==> config.mk <==
export PLATFORM = sky130hd
export DESIGN_NAME = spi_var_shifter
export DESIGN_NICKNAME = d
export VERILOG_FILES = /design/src/rtl/spi_vs_pkg.sv /design/src/rtl/spi_vs_clkgen.sv /design/src/rtl/spi_vs_shifter.sv /design/src/rtl/spi_vs_status.sv /design/src/rtl/spi_var_shifter.sv
export SDC_FILE = /design/constraint.sdc
export NUM_CORES = 1
export LEC_CHECK = 0
export ABC_AREA = 1
export BUFFER_PORTS_ARGS = -buffer_cell sky130_fd_sc_hd__buf_2
export CAP_MARGIN = 25
export CORE_UTILIZATION = 50
export DETAILED_ROUTE_END_ITERATION = 8
export PLACE_DENSITY_LB_ADDON = 0.2
export SLEW_MARGIN = 10
export SYNTH_ARGS = -nofsm -noshare
export SYNTH_HDL_FRONTEND = slang
export SYNTH_SLANG_ARGS = --single-unit
==> constraint.sdc <==
create_clock -name clk -period 4.04 [get_ports clk]
set_clock_uncertainty 0.2 [all_clocks]
set_input_delay 0.808 -clock clk [delete_from_list [all_inputs] [get_ports clk]]
set_output_delay 0.808 -clock clk [all_outputs]
set_load 0.02 [all_outputs]
==> src/rtl/spi_vs_pkg.sv <==
package spi_vs_pkg;

   // Serial clock edge produced by the divider in the current cycle.
   typedef enum logic [1:0] {
      EV_NONE = 2'd0,
      EV_RISE = 2'd1,
      EV_FALL = 2'd2
   } sclk_ev_e;

   function automatic int unsigned len_bits(input int unsigned w);
      return (w <= 1) ? 1 : $clog2(w);
   endfunction

endpackage

==> src/rtl/spi_vs_clkgen.sv <==
module spi_vs_clkgen
   import spi_vs_pkg::*;
#(
   parameter int unsigned DIV_W = 8
) (
   input  logic             clk,
   input  logic             rst_n,
   input  logic             start,
   input  logic             run,
   input  logic [DIV_W-1:0] div,
   output logic             sclk,
   output sclk_ev_e         ev
);

   logic [DIV_W-1:0] cnt_q;
   logic [DIV_W-1:0] div_q;
   logic             sclk_q;
   logic             tick;

   assign tick = run && (cnt_q == div_q);

   always_comb begin
      ev = EV_NONE;
      if (tick) begin
         ev = sclk_q ? EV_FALL : EV_RISE;
      end
   end

   always_ff @(posedge clk or negedge rst_n) begin
      if (!rst_n) begin
         cnt_q  <= '0;
         div_q  <= '0;
         sclk_q <= 1'b0;
      end else if (start) begin
         cnt_q  <= '0;
         div_q  <= div;
         sclk_q <= 1'b0;
      end else if (run) begin
         if (tick) begin
            cnt_q  <= '0;
            sclk_q <= ~sclk_q;
         end else begin
            cnt_q <= cnt_q + 1'b1;
         end
      end else begin
         cnt_q  <= '0;
         sclk_q <= 1'b0;
      end
   end

   assign sclk = sclk_q;

endmodule

==> src/rtl/spi_vs_shifter.sv <==
module spi_vs_shifter
   import spi_vs_pkg::*;
#(
   parameter int unsigned W     = 16,
   parameter int unsigned LEN_W = 4
) (
   input  logic             clk,
   input  logic             rst_n,
   input  logic             start,
   input  logic [W-1:0]     ld_data,
   input  logic [LEN_W-1:0] ld_len,
   input  sclk_ev_e         ev,
   input  logic             miso,
   output logic             busy,
   output logic             mosi,
   output logic             done,
   output logic [W-1:0]     rx_word
);

   logic [W-1:0]     sh_q;
   logic [LEN_W-1:0] cnt_q;
   logic [LEN_W-1:0] len_q;
   logic             smp_q;
   logic             busy_q;
   logic             last_bit;

   assign last_bit = (cnt_q == len_q);
   assign done     = busy_q && (ev == EV_FALL) && last_bit;
   assign rx_word  = {sh_q[W-2:0], smp_q};

   always_ff @(posedge clk or negedge rst_n) begin
      if (!rst_n) begin
         sh_q   <= '0;
         cnt_q  <= '0;
         len_q  <= '0;
         smp_q  <= 1'b0;
         busy_q <= 1'b0;
      end else if (start) begin
         sh_q   <= ld_data;
         cnt_q  <= '0;
         len_q  <= ld_len;
         smp_q  <= 1'b0;
         busy_q <= 1'b1;
      end else if (busy_q) begin
         if (ev == EV_RISE) begin
            smp_q <= miso;
         end
         if (ev == EV_FALL) begin
            sh_q <= {sh_q[W-2:0], smp_q};
            if (last_bit) begin
               busy_q <= 1'b0;
            end else begin
               cnt_q <= cnt_q + 1'b1;
            end
         end
      end
   end

   assign busy = busy_q;
   assign mosi = sh_q[W-1];

endmodule

==> src/rtl/spi_vs_status.sv <==
module spi_vs_status #(
   parameter int unsigned W       = 16,
   parameter bit          IRQ_REG = 1'b0
) (
   input  logic         clk,
   input  logic         rst_n,
   input  logic         done,
   input  logic [W-1:0] rx_word,
   input  logic         rx_rd,
   input  logic         ovr_clr,
   input  logic         cmp_ie,
   input  logic         ovr_ie,
   output logic [W-1:0] rx_data,
   output logic         cmp_flag,
   output logic         ovr_flag,
   output logic         irq
);

   logic [W-1:0] buf_q;
   logic         cmp_q;
   logic         ovr_q;
   logic         irq_d;

   always_ff @(posedge clk or negedge rst_n) begin
      if (!rst_n) begin
         buf_q <= '0;
         cmp_q <= 1'b0;
         ovr_q <= 1'b0;
      end else begin
         if (done) begin
            buf_q <= rx_word;
         end
         if (done) begin
            cmp_q <= 1'b1;
         end else if (rx_rd) begin
            cmp_q <= 1'b0;
         end
         if (done && cmp_q && !rx_rd) begin
            ovr_q <= 1'b1;
         end else if (ovr_clr) begin
            ovr_q <= 1'b0;
         end
      end
   end

   assign irq_d = (cmp_q && cmp_ie) || (ovr_q && ovr_ie);

   generate
      if (IRQ_REG) begin : g_irq_reg
         logic irq_q;
         always_ff @(posedge clk or negedge rst_n) begin
            if (!rst_n) begin
               irq_q <= 1'b0;
            end else begin
               irq_q <= irq_d;
            end
         end
         assign irq = irq_q;
      end else begin : g_irq_comb
         assign irq = irq_d;
      end
   endgenerate

   assign rx_data  = buf_q;
   assign cmp_flag = cmp_q;
   assign ovr_flag = ovr_q;

endmodule

==> src/rtl/spi_var_shifter.sv <==
module spi_var_shifter
   import spi_vs_pkg::*;
#(
   parameter int unsigned DATA_W  = 16,
   parameter int unsigned LEN_W   = len_bits(DATA_W),
   parameter int unsigned DIV_W   = 8,
   parameter bit          IRQ_REG = 1'b0
) (
   input  logic              clk,
   input  logic              rst_n,
   input  logic              tx_wr,
   input  logic [DATA_W-1:0] tx_data,
   input  logic [LEN_W-1:0]  char_len,
   input  logic [DIV_W-1:0]  clk_div,
   input  logic              rx_rd,
   input  logic              ovr_clr,
   input  logic              cmp_ie,
   input  logic              ovr_ie,
   output logic [DATA_W-1:0] rx_data,
   output logic              busy,
   output logic              cmp_flag,
   output logic              ovr_flag,
   output logic              irq,
   output logic              sclk,
   output logic              mosi,
   input  logic              miso
);

   localparam int unsigned MAX_LEN = 1 << LEN_W;

   generate
      if (DATA_W < 2) begin : g_bad_width
         $error("spi_var_shifter: DATA_W must be at least 2");
      end
      if (MAX_LEN != DATA_W) begin : g_bad_len
         $error("spi_var_shifter: length field must span exactly 1..DATA_W");
      end
      if (DIV_W < 1) begin : g_bad_div
         $error("spi_var_shifter: DIV_W must be at least 1");
      end
   endgenerate

   sclk_ev_e          ev;
   logic              start;
   logic              done;
   logic              busy_i;
   logic [DATA_W-1:0] rx_word;

   assign start = tx_wr && !busy_i;

   spi_vs_clkgen #(.DIV_W(DIV_W)) u_clkgen (
      .clk   (clk),
      .rst_n (rst_n),
      .start (start),
      .run   (busy_i),
      .div   (clk_div),
      .sclk  (sclk),
      .ev    (ev)
   );

   spi_vs_shifter #(.W(DATA_W), .LEN_W(LEN_W)) u_shifter (
      .clk     (clk),
      .rst_n   (rst_n),
      .start   (start),
      .ld_data (tx_data),
      .ld_len  (char_len),
      .ev      (ev),
      .miso    (miso),
      .busy    (busy_i),
      .mosi    (mosi),
      .done    (done),
      .rx_word (rx_word)
   );

   spi_vs_status #(.W(DATA_W), .IRQ_REG(IRQ_REG)) u_status (
      .clk      (clk),
      .rst_n    (rst_n),
      .done     (done),
      .rx_word  (rx_word),
      .rx_rd    (rx_rd),
      .ovr_clr  (ovr_clr),
      .cmp_ie   (cmp_ie),
      .ovr_ie   (ovr_ie),
      .rx_data  (rx_data),
      .cmp_flag (cmp_flag),
      .ovr_flag (ovr_flag),
      .irq      (irq)
   );

   assign busy = busy_i;

endmodule

==> results.py, run 1 <==
metrics = {
    "run_status": {
        "outcome": "completed",
    },
    "worst_setup_path": {
        "worstSetupEndpointType": "primary output",
        "r2r_setup_slack_ps": 1790,
        "r2r-end": "u_status.rx_data[13]",
        "cp_top_family": "buffers and inverters",
        "path_buf_inv": 2,
        "slowest_delay_ps": 210,
        "critPathSlowestCell": "a22o_1",
        "ff2ff_path_depth": 10,
        "r2r-start": "u_clkgen.cnt_q[2]",
        "path_depth": 3,
        "setup.worst_path.start_class": "input pin",
        "required_ps": 3030,
        "cp.arrival_ps": 1260,
        "cpMostUsedCell": "buf_2",
        "crit_path_cell_trace": "buf_2 -> a22o_1 -> buf_2",
        "cp-startpoint": "cmp_ie",
        "critical_path.max_fanout": 1,
        "endpoint": "irq",
        "setup.worst_path.class": "input pin to primary output",
    },
    "synth": {
        "synth.area.top_cells": "dfrtp_1 (54%), nand2_1 (17%), nand3_1 (11%)",
        "yosys_warnings": 0,
        "synth_cells": 346,
        "netlist.area_leader.share": 0.542,
        "ys_ff_latch": 61,
        "yosysTopAreaCell": "dfrtp_1",
        "syn_area_sq_um": 2820,
        "post_synth_num_cell_types": 25,
        "synth_fp_nets": 384,
        "seq_area_frac_synth": 0.542,
        "syn_avg_cell_area_sq_um": 8.14,
    },
    "timing": {
        "hold-worst-slack_ps": 264,
        "finalHoldViolCount": 0,
        "period_share": 0.562,
        "fmax_mhz": 440,
        "drv_slew": 0,
        "maxSlewHeadroom": 0.592,
        "rsz0062_at_grt": "no",
        "post-route-min-period_ps": 2270,
        "worst_slew_pin_slew_ps": 608,
        "finalSetupTns_ps": 0,
        "setup_viol": 0,
    },
    "cells_and_area": {
        "fillCellCount": 489,
        "regArea_sq_um": 1530,
        "layout.nets": 440,
        "multi_input_area_sq_um": 1110,
        "syn_to_final_growth_pct": 17.5,
        "drive_above_1_share": 0.209,
        "final-instance-count-excl-fill": 477,
        "antenna_cells": 0,
    },
    "drt": {
        "via_per_inst": 5.03,
        "drcViolationCount": 0,
        "vias": 2399,
        "wl_microns": 5650,
        "dr.pass1.iters": 5,
        "drt_iter0_drc": 180,
        "wl_per_cell_microns": 11.8,
        "postRouteAntennaNets": 0,
    },
    "place": {
        "place_hpwl_microns": 3870,
        "gp_congestion": 0.806,
        "portBuffers": 57,
        "dp_cells": 461,
    },
    "cts": {
        "htreeDepth": 3,
        "cts_tree": "built",
        "hold_buffers": 0,
        "cts_setup_buffers": 0,
        "cts-buffers-inserted": 9,
        "cts_max_path_buffers": 2,
        "cts.sinks": 61,
        "cts_resized": 0,
        "clk_pin_slew_ps": 60,
        "clkLatencyLatePin_ps": 330,
        "root_buffer": "clkbuf_8",
    },
    "global_route": {
        "grt_max_degree": 41,
        "grt_use_total": 0.212,
        "antenna_found_initial": 0,
        "grt-ovfl-total": 0,
        "grt_pass1_wl_microns": 9890,
        "grt_pass1_vias": 2247,
    },
    "floorplanning": {
        "rows": 26,
        "initial_core_util": 0.535,
        "die_h_microns": 77.1,
        "dieWidth_microns": 77.1,
        "ioPinCount": 58,
        "dieArea_sq_um": 5940,
        "core_area_sq_um": 5270,
    },
    "pwr": {
        "peakVddDrop_uv": 282,
        "power-per-cell-area_nw_per_um2": 575,
        "power.leakage_uw": 0.00183,
        "total_power_uw": 1900,
    },
    "worst_hold_path": {
        "hold_class": "flip-flop to flip-flop",
    },
    "flow_run": {
        "max-cap-violations": 0,
    },
}
-- cell usage in the layout, fill, tap and decap left out --
| cell | Yosys | routed |
|---|---|---|
| xnor2_1 | 2 | 2 |
| inv_1 | 21 | 21 |
| nand3_1 | 63 | 63 |
| clkbuf_8 | 0 | 11 |
| nor3_1 | 1 | 1 |
| ha_1 | 2 | 2 |
| nor3b_1 | 1 | 1 |
| nand4_1 | 1 | 1 |
| o22ai_1 | 1 | 1 |
| clkinvlp_4 | 0 | 1 |
| nor2_1 | 20 | 19 |
| dfrtp_1 | 61 | 61 |
| nand2_1 | 129 | 129 |
| nor2_4 | 1 | 1 |
| inv_2 | 6 | 6 |
| nand3_4 | 1 | 1 |
| buf_4 | 3 | 2 |
| o21ai_0 | 11 | 11 |
| buf_2 | 4 | 57 |
| o21ai_1 | 2 | 2 |
| clkbuf_1 | 5 | 1 |
| a22o_1 | 1 | 1 |
| clkinv_2 | 1 | 4 |
| nor2_2 | 0 | 1 |
| nand2_4 | 1 | 1 |
| xor2_1 | 6 | 6 |
-- how the worst min path moves through the flow --
stage,from,end,cells past startpoint
floorplan,u_shifter.len_q[0],u_shifter.len_q[0],2
global placement,u_status.rx_data[3],u_status.rx_data[3],2
detailed placement,u_status.rx_data[2],u_status.rx_data[2],2
CTS,u_status.rx_data[2],u_status.rx_data[2],2
global route,u_status.rx_data[4],u_status.rx_data[4],2
finish,u_status.rx_data[5],u_status.rx_data[5],2
-- worst min-delay path, delay by kind of cell, from the launching register on --
kind | cells | cell delay, ps
simple gates | 2 | 90
flops | 1 | 340
-- where the power goes --
group          switching (uW)  internal, uW
clock network             231           253
logic                     277           195
registers                 161           785
total                     670          1230
-- metal layers --
layer / vias up / routed length, microns / GRT usage
met5: - / 0 / 0
met4: 0 / 82 / 0.0962
met3: 10 / 287 / 0.0393
met2: 72 / 2640 / 0.342
met1: 1102 / 2640 / 0.277
li1: 1215 / - / -
-- cell usage after synthesis --
cell and number:
clkbuf_1 5, dfrtp_1 61, nor3b_1 1, buf_1 1, xnor2_1 2, nand3_4 1, nand4_1 1, nand2_4 1
inv_1 21, buf_4 3, o22ai_1 1, nor2_1 20, nand2_1 129, ha_1 2, a22o_1 1, xor2_1 6
nor3_1 1, inv_2 6, o21ai_1 2, nor2_4 1, o21ai_0 11, nand3_1 63, buf_6 1, buf_2 4
clkinv_2 1
-- cell type report --
class,instances,share of cell area
multi-input combinational,243,0.336
sequential,61,0.461
clock buffer,12,0.0469
clock inverter,4,0.00681
inverter,28,0.0321
tap,70,0.0265
timing repair buffer,59,0.0907
-- state kept, by name, summed over array words and instances (netlist names) --
register and flops:
u_clkgen.div_q 8, u_shifter.smp_q 1, u_clkgen.sclk 1, u_shifter.len_q 4
u_clkgen.cnt_q 8, u_status.ovr_flag 1, u_shifter.sh_q 16, u_status.cmp_flag 1
u_shifter.busy 1, u_shifter.cnt_q 4, u_status.rx_data 16
-- cells by family (layout without fill, tap and decap cells) --
logic type                 after synthesis  after routing  share of synthesized area
AOI/OAI and AO/OA                       15             15                     0.0284
adders and majority gates                2              2                    0.00888
buffers and inverters                   42            103                     0.0648
DFF                                     61             61                      0.542
xor gates and xnor gates                 8              8                     0.0249
and+or+nand+nor                        218            218                      0.331
-- metrics by stage --
step	setup slack, ps	utilization	instance area (sq um)
after floorplan	1940	-	2820
after global placement	1740	0.594	3130
after detailed placement	1680	0.594	3130
final	1770	0.628	3310
after CTS	1740	0.628	3310
after global routing	1550	0.628	3310
Note: power is estimated with default switching activity, not from simulation.
==> run 2: changes to the inputs <==
Settings changed: ABC_AREA 1 to 0.
Clock period 4.04 ns to 2.34 ns, I/O delays scaled along.
==> run 2 against run 1 <==
Net effect: die area down 3.4%; design area up 1.5%; critical path depth up 2; flip-flop and latch count unchanged; register-to-register slack worse by 1600 ps.
==> results.py, run 2 <==
metrics = {
    "cells_and_area": {
        "regArea_sq_um": 1530,
        "fillCellCount": 433,
        "syn_to_final_growth_pct": 23.6,
        "layout.nets": 354,
        "drive_above_1_share": 0.315,
        "final_cell_mix": "dfrtp_1 (61), buf_2 (57), nand2_1 (54)",
        "mostFrequentLayoutCell": "dfrtp_1",
        "antenna_cells": 0,
        "finish.utilization": 0.649,
        "multi_input_area_sq_um": 1100,
    },
    "synth": {
        "post_synth_num_cell_types": 36,
        "synth-edff-count": 0,
        "ys_top_cells_by_count": "dfrtp_1 (61), nand2_1 (54), o21ai_0 (17)",
        "synth_cells": 251,
        "async_reset_ff_frac": 1.00,
        "yosysTopAreaCell": "dfrtp_1",
        "synth_top_flop_cell": "dfrtp_1",
        "post-synth-top-count-cell": "dfrtp_1",
        "seq_area_frac_synth": 0.561,
        "ys_ff_latch": 61,
        "netlist.area_leader.share": 0.561,
        "syn_area_sq_um": 2720,
        "yosys_warnings": 0,
        "synth_fp_nets": 289,
        "syn_avg_cell_area_sq_um": 10.8,
        "synth.area.top_cells": "dfrtp_1 (56%), nand2_1 (7.5%), a22oi_1 (4.1%)",
    },
    "pwr": {
        "combPwrFrac": 0.223,
        "power.share.clock": 0.304,
        "power-per-cell-area_nw_per_um2": 1020,
        "power.leakage_uw": 0.00170,
        "switching_share": 0.311,
        "p_switching_uw": 1070,
        "seqPwrFrac": 0.473,
        "peakVddDrop_uv": 615,
        "internal_power_uw": 2370,
    },
    "drt": {
        "wl_per_cell_microns": 13.4,
        "wl_microns": 5250,
        "dr.pass1.iters": 4,
        "vias": 2018,
        "via_per_inst": 5.16,
        "drt_iter0_drc": 103,
        "postRouteAntennaNets": 0,
        "drcViolationCount": 0,
    },
    "global_route": {
        "antenna_found_initial": 0,
        "grt-ovfl-total": 0,
        "grt_max_degree": 62,
        "grt_pass1_vias": 1920,
        "grt_use_total": 0.201,
        "grt_pass1_wl_microns": 8470,
    },
    "place": {
        "portBuffers": 57,
        "gp_congestion": 0.780,
        "place_hpwl_microns": 3540,
    },
    "timing": {
        "post-route-min-period_ps": 2180,
        "maxSlewHeadroom": 0.606,
        "worst_slew_pin_slew_ps": 587,
        "fmax_mhz": 458,
        "finalSetupTns_ps": 0,
        "drv_slew": 0,
        "rsz0062_at_grt": "no",
        "setup_viol": 0,
        "finalHoldViolCount": 0,
        "period_share": 0.933,
    },
    "cts": {
        "clkLatencyLatePin_ps": 330,
        "cts_max_path_buffers": 2,
        "cts_tree": "built",
        "clk_pin_slew_ps": 70,
        "cts-buffers-inserted": 9,
        "root_buffer": "clkbuf_8",
        "htreeDepth": 3,
        "cts_resized": 0,
        "cts.sinks": 61,
    },
    "worst_hold_path": {
        "holdPathStages": 3,
        "hold_class": "input pin to flip-flop",
    },
    "floorplanning": {
        "dieArea_sq_um": 5740,
        "die_h_microns": 75.7,
        "dieWidth_microns": 75.7,
        "initial_core_util": 0.526,
        "core_area_sq_um": 5170,
        "rows": 26,
        "ioPinCount": 58,
    },
    "run_status": {
        "outcome": "completed",
    },
    "worst_setup_path": {
        "worstSetupEndpointType": "flip-flop",
        "cp.arrival_ps": 2200,
        "setup.worst_path.class": "flip-flop to flip-flop",
        "required_ps": 2360,
        "critical_path.max_fanout": 19,
        "setup.worst_path.start_class": "flip-flop",
        "ff2ff_path_depth": 5,
    },
    "flow_run": {
        "max-cap-violations": 0,
    },
}
[run 2: cells by family (layout without fill, tap and decap cells)]
kind of cell	Yosys count	in the layout	synth area share
AOI/OAI and AO/OA	44	44	0.103
muxes	17	17	0.0796
DFF	61	61	0.561
xor gates and xnor gates	19	19	0.0612
adders and majority gates	2	2	0.00920
and+or+nand+nor	90	90	0.151
buffers and inverters	18	88	0.0345
[run 2: power by group through the flow]
stage | registers, uW | clock network [uW] | logic, uW
after floorplan | 1620 | 0 | 539
after global placement | 1630 | 0 | 749
after detailed placement | 1640 | 0 | 769
after CTS | 1630 | 1070 | 781
after global routing | 1670 | 1120 | 879
final | 1630 | 1050 | 767
[run 2: what timing repair did]
action,4_1_cts,5_1_grt
hold buffers,1,0
endpoints found under the hold margin,61,0
setup buffers,0,0
[run 2: area by class of cell]
| type | count | share of cell area |
|---|---|---|
| Timing Repair Buffer | 67 | 0.119 |
| Clock inverter | 4 | 0.0209 |
| Tap cell | 70 | 0.0261 |
| Multi-Input combinational cell | 172 | 0.328 |
| Inverter | 5 | 0.00559 |
| Sequential cell | 61 | 0.454 |
| Clock buffer | 12 | 0.0462 |
[run 2: worst max-delay path, cell delays in order, from the launching register on]
cell     delay [ps]
dfrtp_1         430
xor2_1          210
nor4_4          430
and3_1          280
buf_12          180
mux2_2          350
[run 2: metrics by stage]
step	total power, uW	instance area (sq um)	std cells	setup WS [ps]	hold slack, ps
after global placement	2380	3120	374	240	285
after detailed placement	2410	3120	374	185	285
after CTS	3480	3360	391	151	118
after global routing	3670	3360	391	86.0	131
final	3440	3360	391	157	126
after floorplan	2150	2720	251	296	-27.6
[run 2: path summary, 6_finish.rpt]
| kind | from | end | slack, ps |
|---|---|---|---|
| setup reg to reg | u_shifter.cnt_q[0] | u_status.rx_data[3] | 160 |
| min in group asynchronous | rst_n | u_status.cmp_flag | 470 |
| max in group asynchronous | rst_n | u_clkgen.cnt_q[6] | 1180 |
| hold / removal | clk_div[2] | u_clkgen.div_q[2] | 130 |
| setup / recovery | u_shifter.cnt_q[0] | u_status.rx_data[3] | 160 |
| hold reg to reg | u_shifter.len_q[3] | u_shifter.len_q[3] | 290 |
[run 2: layer usage]
layer | vias up | wire (microns) | global-route usage
li1 | 997 | - | -
met1 | 957 | 2450 | 0.255
met2 | 55 | 2510 | 0.331
met3 | 9 | 219 | 0.0463
met4 | 0 | 78 | 0.0864
met5 | - | 0 | 0
==> run 3: changes to the inputs <==
Settings changed: GPL_TIMING_DRIVEN set to 0.
==> run 3 against run 2 <==
Net effect: clock-buffer cell count unchanged; worst setup slack worse by 24 ps; power down 6.4%; die area unchanged; design area shrank 2.5%; routed wire length grew 2.7%; global-route usage rose by 0.79 points; core utilization decreased by 1.6 points; critical path type unchanged; critical endpoint is now u_status.rx_data[10]; highest routed layer unchanged.
==> results.py, run 3 (synthesis results as in run 2) <==
metrics = {
    "run_status": {
        "outcome": "completed",
    },
    "pwr": {
        "power-per-cell-area_nw_per_um2": 985,
        "seqPwrFrac": 0.506,
        "switching_share": 0.334,
        "combPwrFrac": 0.236,
        "peakVddDrop_uv": 587,
        "internal_power_uw": 2150,
        "p_switching_uw": 1080,
        "power.share.clock": 0.257,
        "power.leakage_uw": 0.00165,
    },
    "worst_setup_path": {
        "critical_path.max_fanout": 10,
        "crit_path_cell_trace": "xor2_1 -> nor4_4 -> and3_1 -> buf_6 -> buf_12 -> mux2_4",
        "path_depth": 6,
        "cp.arrival_ps": 2210,
        "setup.worst_path.start_class": "flip-flop",
        "cp_top_family": "simple AND/OR/NAND/NOR gates",
        "path_buf_inv": 2,
        "slowest_delay_ps": 420,
        "critPathSlowestCell": "dfrtp_1",
        "required_ps": 2350,
        "setup.worst_path.class": "flip-flop to flip-flop",
        "worstSetupEndpointType": "flip-flop",
        "ff2ff_path_depth": 6,
    },
    "drt": {
        "drt-met1-wl_microns": 2510,
        "route.top_layer_used": "met4",
        "drt_iter0_drc": 120,
        "wl_microns": 5390,
        "route.met2.wl_microns": 2550,
        "postRouteAntennaNets": 0,
        "wl_per_cell_microns": 13.7,
        "routed-wl-met3_microns": 247,
        "dr.pass1.iters": 6,
        "drcViolationCount": 0,
        "vias": 2038,
        "via_per_inst": 5.17,
    },
    "cts": {
        "clk_pin_slew_ps": 70,
        "root_buffer": "clkbuf_8",
        "htreeDepth": 3,
        "hold_buffers": 0,
        "cts.sinks": 61,
        "cts-buffers-inserted": 9,
        "clkLatencyLatePin_ps": 320,
        "cts_max_path_buffers": 2,
        "cts_tree": "built",
    },
    "cells_and_area": {
        "mostFrequentLayoutCell": "dfrtp_1",
        "drive_above_1_share": 0.296,
        "syn_to_final_growth_pct": 20.4,
        "antenna_cells": 0,
        "final_cell_mix": "dfrtp_1 (61), buf_2 (58), nand2_1 (54)",
        "layout.nets": 357,
    },
    "floorplanning": {
        "initial_core_util": 0.526,
        "dieArea_sq_um": 5740,
        "ioPinCount": 58,
        "core_area_sq_um": 5170,
        "rows": 26,
        "die_h_microns": 75.7,
        "dieWidth_microns": 75.7,
    },
    "timing": {
        "finalHoldViolCount": 0,
        "period_share": 0.943,
        "setup_viol": 0,
        "drv_slew": 0,
        "fmax_mhz": 453,
        "finalSetupTns_ps": 0,
        "rsz0062_at_grt": "no",
        "fin_ws_ps": 133,
        "maxSlewHeadroom": 0.501,
        "post-route-min-period_ps": 2210,
        "worst_slew_pin_slew_ps": 749,
    },
    "place": {
        "portBuffers": 57,
        "gp_congestion": 0.766,
        "dp_slack_ps": 111,
        "place_hpwl_microns": 3680,
    },
    "global_route": {
        "grt-ovfl-total": 0,
        "grt_max_degree": 62,
        "antenna_found_initial": 0,
        "grt_pass1_wl_microns": 8690,
        "grt_pass1_vias": 1905,
        "grt_use_total": 0.209,
    },
    "worst_hold_path": {
        "hold_class": "input pin to asynchronous set/reset pin",
    },
    "flow_run": {
        "max-cap-violations": 0,
    },
}
[run 3: timing repair]
| item | 4_1_cts | 5_1_grt |
|---|---|---|
| buffers inserted | 0 | 0 |
| setup endpoints to repair | 0 | 7 |
| resized for setup | 0 | 1 |
| endpoints found under the hold margin | 0 | 0 |
[run 3: worst paths after layout]
kind,from,to,slack [ps]
max in group asynchronous,rst_n,u_shifter.cnt_q[3],1430
setup reg to reg,u_shifter.cnt_q[2],u_status.rx_data[10],130
hold reg to reg,u_clkgen.div_q[0],u_clkgen.div_q[0],300
hold / removal,rst_n,u_status.ovr_flag,9
min in group clk,clk_div[0],u_clkgen.div_q[0],130
setup / recovery,u_shifter.cnt_q[2],u_status.rx_data[10],130
[run 3: power groups by stage]
stage / clock network, uW / registers, uW / logic, uW
final: 830 / 1630 / 762
after global placement: 0 / 1630 / 729
after CTS: 862 / 1630 / 768
after global routing: 905 / 1670 / 872
after detailed placement: 0 / 1640 / 761
after floorplan: 0 / 1620 / 539
[run 3: through the flow]
step                      hold WS (ps)  power [uW]   util  instances  cell area [sq um]
after global placement             282        2360  0.598        378               3090
after CTS                         28.8        3260  0.633        394               3270
final                             9.27        3220  0.633        394               3270
after global routing              66.8        3450  0.633        394               3270
after detailed placement           289        2410  0.598        378               3090
after floorplan                  -27.6        2150      -        251               2720
[run 3: metal layers]
metal	GRT usage	vias to the layer above
li1	-	1002
met1	0.273	960
met2	0.327	68
met3	0.0437	8
met4	0.113	0
met5	0	-
[run 3: layout make-up]
type,count,area [sq um]
multi-input combinational,172,1100
inverter,5,18.8
tap,70,87.6
clock buffer,12,155
clock inverter,4,22.5
fill,431,1900
timing repair buffer,57,288
sequential,61,1530
buffer,13,75.1
